`config.mk`:
```
export PLATFORM = sky130hd
export DESIGN_NAME = pic_cmd_seq
export DESIGN_NICKNAME = d
export VERILOG_FILES = /design/src/rtl/pic_seq_pkg.sv /design/src/rtl/pic_cmd_decode.sv /design/src/rtl/pic_init_fsm.sv /design/src/rtl/pic_op_regs.sv /design/src/rtl/pic_rd_mux.sv /design/src/rtl/pic_cmd_seq.sv
export SDC_FILE = /design/constraint.sdc
export NUM_CORES = 1
export LEC_CHECK = 0
export ABC_CLOCK_PERIOD_IN_PS = 4700
export BUFFER_PORTS_ARGS = -buffer_cell sky130_fd_sc_hd__buf_4
export CORE_MARGIN = 10
export CORE_UTILIZATION = 47
export DETAILED_ROUTE_END_ITERATION = 6
export PLACE_DENSITY = 0.94
export SETUP_SLACK_MARGIN = 0.3
export SYNTH_ARGS = -nofsm -noshare
export SYNTH_HDL_FRONTEND = slang
export SYNTH_SLANG_ARGS = --single-unit
```
`constraint.sdc`:
```
create_clock -name clk_i -period 4.7 [get_ports clk_i]
set_clock_uncertainty 0.1 [all_clocks]
set_input_delay 0.47 -clock clk_i [delete_from_list [all_inputs] [get_ports clk_i]]
set_output_delay 0.47 -clock clk_i [all_outputs]
set_load 0.01 [all_outputs]
```
`src/rtl/pic_seq_pkg.sv`:
```
package pic_seq_pkg;
  typedef enum logic [1:0] {STEP_IDLE, STEP_ICW2, STEP_ICW3, STEP_ICW4} step_e;
  typedef enum logic [2:0] {
    CMD_NONE, CMD_ICW1, CMD_ICW2, CMD_ICW3, CMD_ICW4, CMD_MASK, CMD_OCW2, CMD_OCW3
  } cmd_e;

  // even-port command class bits
  localparam int B_INIT   = 4;
  localparam int B_OPSEL  = 3;
  // first init word
  localparam int B_NEED4  = 0;
  localparam int B_SINGLE = 1;
  // fourth init word
  localparam int B_X86    = 0;
  localparam int B_AUTO   = 1;
  localparam int B_NEST   = 4;
  // read/mask command
  localparam int B_SMEN   = 6;
  localparam int B_SMVAL  = 5;
  localparam int B_POLL   = 2;
  localparam int B_RDREG  = 1;
  localparam int B_RDSVC  = 0;
endpackage

```
`src/rtl/pic_cmd_decode.sv`:
```
module pic_cmd_decode
  import pic_seq_pkg::*;
(
  input  logic  wr_i,
  input  logic  addr_i,
  input  logic  init_bit_i,
  input  logic  opsel_bit_i,
  input  step_e step_i,
  input  logic  ready_i,
  output cmd_e  cmd_o
);
  always_comb begin
    cmd_o = CMD_NONE;
    if (wr_i) begin
      if (addr_i) begin
        unique case (step_i)
          STEP_ICW2: cmd_o = CMD_ICW2;
          STEP_ICW3: cmd_o = CMD_ICW3;
          STEP_ICW4: cmd_o = CMD_ICW4;
          default:   cmd_o = CMD_MASK;
        endcase
      end else if (init_bit_i) begin
        cmd_o = CMD_ICW1;
      end else if (ready_i) begin
        cmd_o = opsel_bit_i ? CMD_OCW3 : CMD_OCW2;
      end
    end
  end
endmodule

```
`src/rtl/pic_init_fsm.sv`:
```
module pic_init_fsm
  import pic_seq_pkg::*;
#(
  parameter int DATA_W    = 8,
  parameter bit IS_MASTER = 1'b1
) (
  input  logic              clk_i,
  input  logic              rst_ni,
  input  cmd_e              cmd_i,
  input  logic [DATA_W-1:0] data_i,
  output step_e             step_o,
  output logic              ready_o,
  output logic              err_o,
  output logic [DATA_W-1:0] vec_o,
  output logic              aeoi_o,
  output logic              sfn_o
);
  localparam int PIN_W = $clog2(DATA_W);
  localparam logic [DATA_W-1:0] VEC_MASK = {{(DATA_W-PIN_W){1'b1}}, {PIN_W{1'b0}}};

  step_e             step_q;
  logic              ready_q, err_q, aeoi_q;
  logic [DATA_W-1:0] vec_q;

  wire icw1_bad = data_i[B_SINGLE] | ~data_i[B_NEED4];
  wire icw4_bad = ~data_i[B_X86];

  always_ff @(posedge clk_i or negedge rst_ni) begin
    if (!rst_ni) begin
      step_q  <= STEP_IDLE;
      ready_q <= 1'b0;
      err_q   <= 1'b0;
      vec_q   <= '0;
      aeoi_q  <= 1'b0;
    end else begin
      err_q <= 1'b0;
      unique case (cmd_i)
        CMD_ICW1: begin
          ready_q <= 1'b0;
          err_q   <= icw1_bad;
          step_q  <= icw1_bad ? STEP_IDLE : STEP_ICW2;
        end
        CMD_ICW2: begin
          vec_q  <= data_i & VEC_MASK;
          step_q <= STEP_ICW3;
        end
        CMD_ICW3: step_q <= STEP_ICW4;
        CMD_ICW4: begin
          if (icw4_bad) begin
            err_q <= 1'b1;
          end else begin
            aeoi_q  <= data_i[B_AUTO];
            step_q  <= STEP_IDLE;
            ready_q <= 1'b1;
          end
        end
        default: ;
      endcase
    end
  end

  generate
    if (IS_MASTER) begin : g_nest
      logic sfn_q;
      always_ff @(posedge clk_i or negedge rst_ni) begin
        if (!rst_ni)                              sfn_q <= 1'b0;
        else if (cmd_i == CMD_ICW4 && !icw4_bad) sfn_q <= data_i[B_NEST];
      end
      assign sfn_o = sfn_q;
    end else begin : g_no_nest
      assign sfn_o = 1'b0;
    end
  endgenerate

  assign step_o  = step_q;
  assign ready_o = ready_q;
  assign err_o   = err_q;
  assign vec_o   = vec_q;
  assign aeoi_o  = aeoi_q;

  AST_READY_IDLE: assert property (@(posedge clk_i) disable iff (!rst_ni)
    ready_q |-> step_q == STEP_IDLE);
  AST_ERR_NOT_READY: assert property (@(posedge clk_i) disable iff (!rst_ni)
    err_q |-> !ready_q);
  AST_ERR_SOURCE: assert property (@(posedge clk_i) disable iff (!rst_ni)
    (cmd_i != CMD_ICW1 && cmd_i != CMD_ICW4) |=> !err_q);
endmodule

```
`src/rtl/pic_op_regs.sv`:
```
module pic_op_regs
  import pic_seq_pkg::*;
#(
  parameter int DATA_W = 8
) (
  input  logic              clk_i,
  input  logic              rst_ni,
  input  cmd_e              cmd_i,
  input  logic [DATA_W-1:0] data_i,
  input  logic              poll_take_i,
  output logic [DATA_W-1:0] mask_o,
  output logic              smm_o,
  output logic              rsel_o,
  output logic              poll_o
);
  logic [DATA_W-1:0] mask_q;
  logic              smm_q, rsel_q, poll_q;

  always_ff @(posedge clk_i or negedge rst_ni) begin
    if (!rst_ni) begin
      mask_q <= '0;
      smm_q  <= 1'b0;
      rsel_q <= 1'b0;
      poll_q <= 1'b0;
    end else begin
      if (poll_take_i) poll_q <= 1'b0;
      unique case (cmd_i)
        CMD_ICW1: begin
          mask_q <= '0;
          smm_q  <= 1'b0;
          rsel_q <= 1'b0;
          poll_q <= 1'b0;
        end
        CMD_MASK: mask_q <= data_i;
        CMD_OCW3: begin
          if (data_i[B_SMEN]) smm_q <= data_i[B_SMVAL];
          if (data_i[B_RDREG]) begin
            rsel_q <= data_i[B_RDSVC];
            poll_q <= data_i[B_POLL];
          end
        end
        default: ;
      endcase
    end
  end

  assign mask_o = mask_q;
  assign smm_o  = smm_q;
  assign rsel_o = rsel_q;
  assign poll_o = poll_q;

  AST_POLL_ONE_SHOT: assert property (@(posedge clk_i) disable iff (!rst_ni)
    poll_take_i |=> !poll_q);
  AST_SMM_NEEDS_CMD: assert property (@(posedge clk_i) disable iff (!rst_ni)
    (cmd_i != CMD_OCW3 && cmd_i != CMD_ICW1) |=> $stable(smm_q));
endmodule

```
`src/rtl/pic_rd_mux.sv`:
```
module pic_rd_mux #(
  parameter int DATA_W = 8,
  parameter int PIN_W  = $clog2(DATA_W)
) (
  input  logic              addr_i,
  input  logic              poll_i,
  input  logic              best_valid_i,
  input  logic [PIN_W-1:0]  best_pin_i,
  input  logic              rsel_i,
  input  logic [DATA_W-1:0] mask_i,
  input  logic [DATA_W-1:0] irr_i,
  input  logic [DATA_W-1:0] isr_i,
  output logic [DATA_W-1:0] rdata_o
);
  always_comb begin
    rdata_o = '0;
    if (poll_i) begin
      if (best_valid_i) begin
        rdata_o[DATA_W-1]  = 1'b1;
        rdata_o[PIN_W-1:0] = best_pin_i;
      end
    end else if (addr_i) begin
      rdata_o = mask_i;
    end else begin
      rdata_o = rsel_i ? isr_i : irr_i;
    end
  end
endmodule

```
`src/rtl/pic_cmd_seq.sv`:
```
module pic_cmd_seq
  import pic_seq_pkg::*;
#(
  parameter int DATA_W    = 8,
  parameter bit IS_MASTER = 1'b1,
  localparam int PIN_W    = $clog2(DATA_W)
) (
  input  logic              clk_i,
  input  logic              rst_ni,
  input  logic              wr_i,
  input  logic              rd_i,
  input  logic              addr_i,
  input  logic [DATA_W-1:0] wdata_i,
  output logic [DATA_W-1:0] rdata_o,
  output logic              err_o,
  output logic              ready_o,
  output logic [DATA_W-1:0] vec_base_o,
  output logic              aeoi_o,
  output logic              sfn_o,
  output logic              smm_o,
  output logic [DATA_W-1:0] mask_o,
  input  logic [DATA_W-1:0] irr_i,
  input  logic [DATA_W-1:0] isr_i,
  input  logic              best_valid_i,
  input  logic [PIN_W-1:0]  best_pin_i,
  output logic              init_stb_o,
  output logic              ocw2_stb_o,
  output logic [DATA_W-1:0] ocw2_data_o,
  output logic              accept_stb_o,
  output logic [PIN_W-1:0]  accept_pin_o
);
  cmd_e  cmd;
  step_e step;
  logic  rsel, poll, poll_take;

  // write wins; a colliding read has no side effect
  assign poll_take = rd_i & ~wr_i & poll;

  pic_cmd_decode u_dec (
    .wr_i        (wr_i),
    .addr_i      (addr_i),
    .init_bit_i  (wdata_i[B_INIT]),
    .opsel_bit_i (wdata_i[B_OPSEL]),
    .step_i      (step),
    .ready_i     (ready_o),
    .cmd_o       (cmd)
  );

  pic_init_fsm #(.DATA_W(DATA_W), .IS_MASTER(IS_MASTER)) u_fsm (
    .clk_i   (clk_i),
    .rst_ni  (rst_ni),
    .cmd_i   (cmd),
    .data_i  (wdata_i),
    .step_o  (step),
    .ready_o (ready_o),
    .err_o   (err_o),
    .vec_o   (vec_base_o),
    .aeoi_o  (aeoi_o),
    .sfn_o   (sfn_o)
  );

  pic_op_regs #(.DATA_W(DATA_W)) u_regs (
    .clk_i       (clk_i),
    .rst_ni      (rst_ni),
    .cmd_i       (cmd),
    .data_i      (wdata_i),
    .poll_take_i (poll_take),
    .mask_o      (mask_o),
    .smm_o       (smm_o),
    .rsel_o      (rsel),
    .poll_o      (poll)
  );

  pic_rd_mux #(.DATA_W(DATA_W), .PIN_W(PIN_W)) u_rd (
    .addr_i       (addr_i),
    .poll_i       (poll),
    .best_valid_i (best_valid_i),
    .best_pin_i   (best_pin_i),
    .rsel_i       (rsel),
    .mask_i       (mask_o),
    .irr_i        (irr_i),
    .isr_i        (isr_i),
    .rdata_o      (rdata_o)
  );

  assign init_stb_o   = (cmd == CMD_ICW1);
  assign ocw2_stb_o   = (cmd == CMD_OCW2);
  assign ocw2_data_o  = wdata_i;
  assign accept_stb_o = poll_take & best_valid_i;
  assign accept_pin_o = best_pin_i;

  AST_INIT_RESTART: assert property (@(posedge clk_i) disable iff (!rst_ni)
    init_stb_o |=> (!ready_o && mask_o == '0 && !smm_o));
  AST_OCW2_NEEDS_READY: assert property (@(posedge clk_i) disable iff (!rst_ni)
    ocw2_stb_o |-> ready_o);
  AST_ACCEPT_FLAGGED: assert property (@(posedge clk_i) disable iff (!rst_ni)
    accept_stb_o |-> (rdata_o[DATA_W-1] && rdata_o[PIN_W-1:0] == accept_pin_o));
  AST_VEC_ALIGNED: assert property (@(posedge clk_i) disable iff (!rst_ni)
    vec_base_o[PIN_W-1:0] == '0);
endmodule

```
* Yosys cells after proc, flatten, opt, wreduce, memory -nomap -nowiden
Cells that the tools add are included.
Operators by class: multiplexer cells 28, bitwise logic cells 6, reductions and logical operators 10, eq/ne operators 13
Operator list (count):
- $mux 3 | 6
- $mux 8 | 2
- $pmux 8 s2 | 1
- $eq 3x3->1 const B | 4
- $mux 1 | 10
- $pmux 1 s2 | 5
- $reduce_and 2->1 | 5
- $pmux 3 s3 | 1
- $pmux 2 s4 | 1
- $eq 3x2->1 const B | 2
- $ne 2x2->1 const B | 3
- $reduce_bool 2->1 | 3
- $eq 2x2->1 const B | 2
- $mux 4 | 1
- $reduce_bool 4->1 | 1
- $and 1x1->1 | 3
- $eq 3x1->1 const B | 1
- $eq 2x1->1 const B | 1
- $mux 2 | 1
- $not 1->1 | 2
- $logic_and 1x1->1 | 1
- $or 1x1->1 | 1
Word-level totals: input bits 33, logic and storage cells 67, output and inout bits 43, register bits 22

* Logic depth before layout (Yosys ltp)
depth in word-level cells 8, gate-level depth with buffers 6, gate-level depth less buffers 6

* By module
From an unflattened synthesis, not the netlist that was laid out.
Unflattened totals: cell total of the unflattened synthesis 161, area total of the unflattened synthesis 1475.2 µm²
By module, submodules not included:
- pic_init_fsm | cells an instance 45, sequential area each 275.3 µm², area each 505.5 µm², instances 1
- pic_op_regs | cells an instance 53, sequential area each 275.3 µm², area each 504.2 µm², instances 1
- pic_rd_mux | cells an instance 35, sequential area each 0.0 µm², area each 261.5 µm², instances 1
- pic_cmd_seq | cells an instance 15, sequential area each 0.0 µm², area each 118.9 µm², instances 1
- pic_cmd_decode | cells an instance 13, sequential area each 0.0 µm², area each 85.1 µm², instances 1

* Least setup slack after synthesis
No wires, ideal clock.
path type input-to-output, from in addr_i, to out rdata_o[0], slack 3.005 ns, arrival time 1.125 ns, path buffers 2, required time 4.130 ns, cell stages on the path 4, cells stage by stage buf_4 -> buf_2 -> a21oi_1 -> o21ai_0
Between the ends: cells in the longest elaborated chain, start to end 2
RTL lines:
- from (decl) | RTL line pic_cmd_seq.sv:12 | input logic addr_i,
- $mux 8 | RTL line pic_rd_mux.sv:22 | end else if (addr_i) begin
- $mux 3 | RTL line pic_rd_mux.sv:17 | if (poll_i) begin
- to (decl) | RTL line pic_cmd_seq.sv:14 | output logic [DATA_W-1:0] rdata_o,
Every way passes these cells.

* Worst setup path after layout
from reg u_regs.rsel_q, in the netlist u_regs.rsel_o, to out rdata_o[2]
Between the ends: cells in the longest elaborated chain, start to end 3
RTL lines:
- from (decl) | RTL line pic_op_regs.sv:17 | logic smm_q, rsel_q, poll_q;
- from (signal assigned) | RTL line pic_op_regs.sv:38 | rsel_q <= data_i[B_RDSVC];
- $mux 8 | RTL line pic_rd_mux.sv:25 | rdata_o = rsel_i ? isr_i : irr_i;
- $mux 8 | RTL line pic_rd_mux.sv:22
- $mux 3 | RTL line pic_rd_mux.sv:17
Every way passes these cells.

==> out/metrics.yaml <==
status: "finished clean"
grtUsageTotal: 0.136
cts-resized-gates: 0
postSynthCellCount: 139
critPathLaunchType: "register"
first_pass_iteration_count_of_the_detailed_router: 4
tritoncts_num_sinks: 22
crit_path_max_fanout: 9
r2r.worst_path.cells: 5
mapped_area_mm2: 0.00132
clkTransAtPathRegs_ns: 0.11
clkLatencyLatePin_ns: 0.29
critical_path_class: "register to primary output"
min_path_type: "primary input to register"
detail_route.drc_violations: 0
cts_htree_levels: 1
finalHoldViolations: 0
grt_pass1_vias: 1248
area.growth.synth_to_final_pct: 36.5
grt.overflow.total: 0
clockRootBuffer: "sky130_fd_sc_hd__clkbuf_4"
dr.first_iter.drc_count: 45
finalCritPeriodShare: 0.454
final_antenna_net_count: 0
crit_path_max_incr_delay_ns: 0.62
drt-vias-per-instance: 5.26
totalPowerFinal_mw: 0.844
grt_max_degree: 24
layout-drive-gt1-share: 0.419
max_cap_viol_count: 0
antenna-diode-count: 0
gp_routability_congestion: 0.900
synth_seq_cells: 22
die_ar_mm2: 0.00532
place.detailed.hpwl_um: 3090
clockBufferDepth: 2
start_util: 0.487
row_count: 19
critical_path_rt_ns: 4.13
rsz0062_at_grt: "false"
die_w_um: 73.0
power_density_mw_per_mm2: 469
wl_per_cell_um: 16.3
layout.nets: 235
routed_wire_length_um: 3740
numCtsBuffers: 3
tritoncts: "yes"
route.vias.total: 1204
worst_hold_startpoint: "wdata_i[2]"
setup_crit_end_kind: "primary output"
commonest_cells_after_routing_fill_and_taps_aside: "72 x sky130_fd_sc_hd__buf_4, 22 x sky130_fd_sc_hd__dfrtp_1, 17 x sky130_fd_sc_hd__nor2_1"
dieHeight_um: 73.0
worst_r2r_startpoint: "u_fsm.step_o[0]"
p_leak_nw: 0.922
finalCriticalPeriod_ns: 2.13
antenna_violations_before_repair: 0
synth_sequential_area_ratio: 0.417
hold_path_end: "u_regs.mask_o[2]"
io_buffer_count: 72
setup_viol: 0
grt_first_pass_wirelength_um: 5970
pin_count: 76
ff2ff_setup_slack_ns: 2.85
yosysUniqueCellTypes: 25
hold-path-cell-count: 2
worst_ir_drop_vdd_mv: 0.373
slew_violations: 0
crit_slowest_cell: "sky130_fd_sc_hd__dfrtp_1"
totalNegativeSetupSlack_ns: 0
cp_cell_sequence: "mux2i_1 -> nor2_1 -> a21oi_1 -> o21ai_0 -> buf_4"
mostFrequentLayoutCell: "sky130_fd_sc_hd__buf_4"
synthesis.yosys.warnings: 0
fmax_mhz: 469
cp.arrival_ns: 1.56
coreArea_mm2: 0.00271
critical_path.reg2reg.endpoint: "u_fsm.vec_o[6]"
avgSynthCellArea_um2: 9.49
## cells in the mapped netlist (all sizes together)
cell    count  area share
nor2b       2      0.0095
o22ai       1      0.0047
nand4       3       0.014
conb        1      0.0028
a32o        1      0.0076
inv         7       0.020
mux2        7       0.074
a21oi      10       0.038
nand2b      3       0.014
and2b       1      0.0057
o21ai      10       0.038
dfrtp      22        0.42
and3        1      0.0047
nor3b       1       0.014
ha          2       0.019
clkbuf      1      0.0028
a22o        8       0.053
nand2       8       0.023
mux2i       8       0.061
buf        18        0.10
nor2       17       0.048
nand3       7       0.027
## routing by layer
| layer | vias up | routed length (µm) | track usage |
|---|---|---|---|
| li1 | 589 | - | - |
| met4 | 0 | 34 | 0.0380 |
| met3 | 4 | 449 | 0.0571 |
| met2 | 59 | 1740 | 0.216 |
| met5 | - | 0 | 0 |
| met1 | 552 | 1510 | 0.163 |
## timing repair
item,CTS,global route
endpoints found under the hold margin,22,0
buffers inserted,0,0
hold buffers,1,0
## through the flow
stage	setup WS (ns)	utilization	std cells	area, µm²	hold slack, ns
after floorplan	3.00	-	141	1330	0.0744
after global placement	2.83	0.652	225	1770	0.267
after detailed placement	2.79	0.652	225	1770	0.271
after CTS	2.54	0.664	229	1800	0.302
after global routing	2.39	0.664	229	1800	0.305
final	2.57	0.664	229	1800	0.308
## worst max-delay path: cells and delay by family, from the launching register on
family,cells,cell delay [ns]
and+or+nand+nor,1,0.05
buffers and inverters,1,0.16
DFF,1,0.62
muxes,1,0.24
AOI/OAI and AO/OA,2,0.19
## state kept, by name, indices dropped and copies added, names as in the netlist
| name | cells |
|---|---|
| u_fsm.step_o | 2 |
| u_regs.smm_o | 1 |
| u_fsm.err_o | 1 |
| u_fsm.ready_o | 1 |
| u_fsm.vec_o | 5 |
| u_fsm.sfn_o | 1 |
| u_regs.poll_o | 1 |
| u_regs.mask_o | 8 |
| u_regs.rsel_o | 1 |
| u_fsm.aeoi_o | 1 |
## cell type report
| cell class | instances | area [µm²] |
|---|---|---|
| multi-input cells | 93 | 612 |
| well taps | 31 | 38.8 |
| fillers | 226 | 910 |
| clock buffers | 3 | 22.5 |
| flip-flops and latches | 22 | 551 |
| inverters | 7 | 26.3 |
| repair buffers | 73 | 551 |
## worst max path at each step
stage,from,end,cells past startpoint
global route,u_regs.rsel_o,rdata_o[4],5
CTS,u_regs.rsel_o,rdata_o[2],5
global placement,addr_i,u_fsm.vec_o[6],4
finish,u_regs.rsel_o,rdata_o[2],5
floorplan,addr_i,rdata_o[0],4
detailed placement,addr_i,u_fsm.vec_o[6],4
## kinds of logic (layout without fill, tap and decap cells)
logic type | Yosys count | count (layout) | share of synthesized area
adders and majority gates | 2 | 2 | 0.0190
DFF | 22 | 22 | 0.417
AOI/OAI and AO/OA | 30 | 30 | 0.141
muxes | 15 | 15 | 0.135
buffers and inverters | 26 | 83 | 0.124
and+or+nand+nor | 43 | 43 | 0.160
other | 1 | 3 | 0.00284
## power by group
| part | switching [mW] | internal, mW | total (mW) |
|---|---|---|---|
| sequential | 0.0560 | 0.265 | 0.321 |
| clock | 0.0518 | 0.0298 | 0.0817 |
| combinational | 0.198 | 0.243 | 0.441 |
Power figures use the tool's default switching activity.
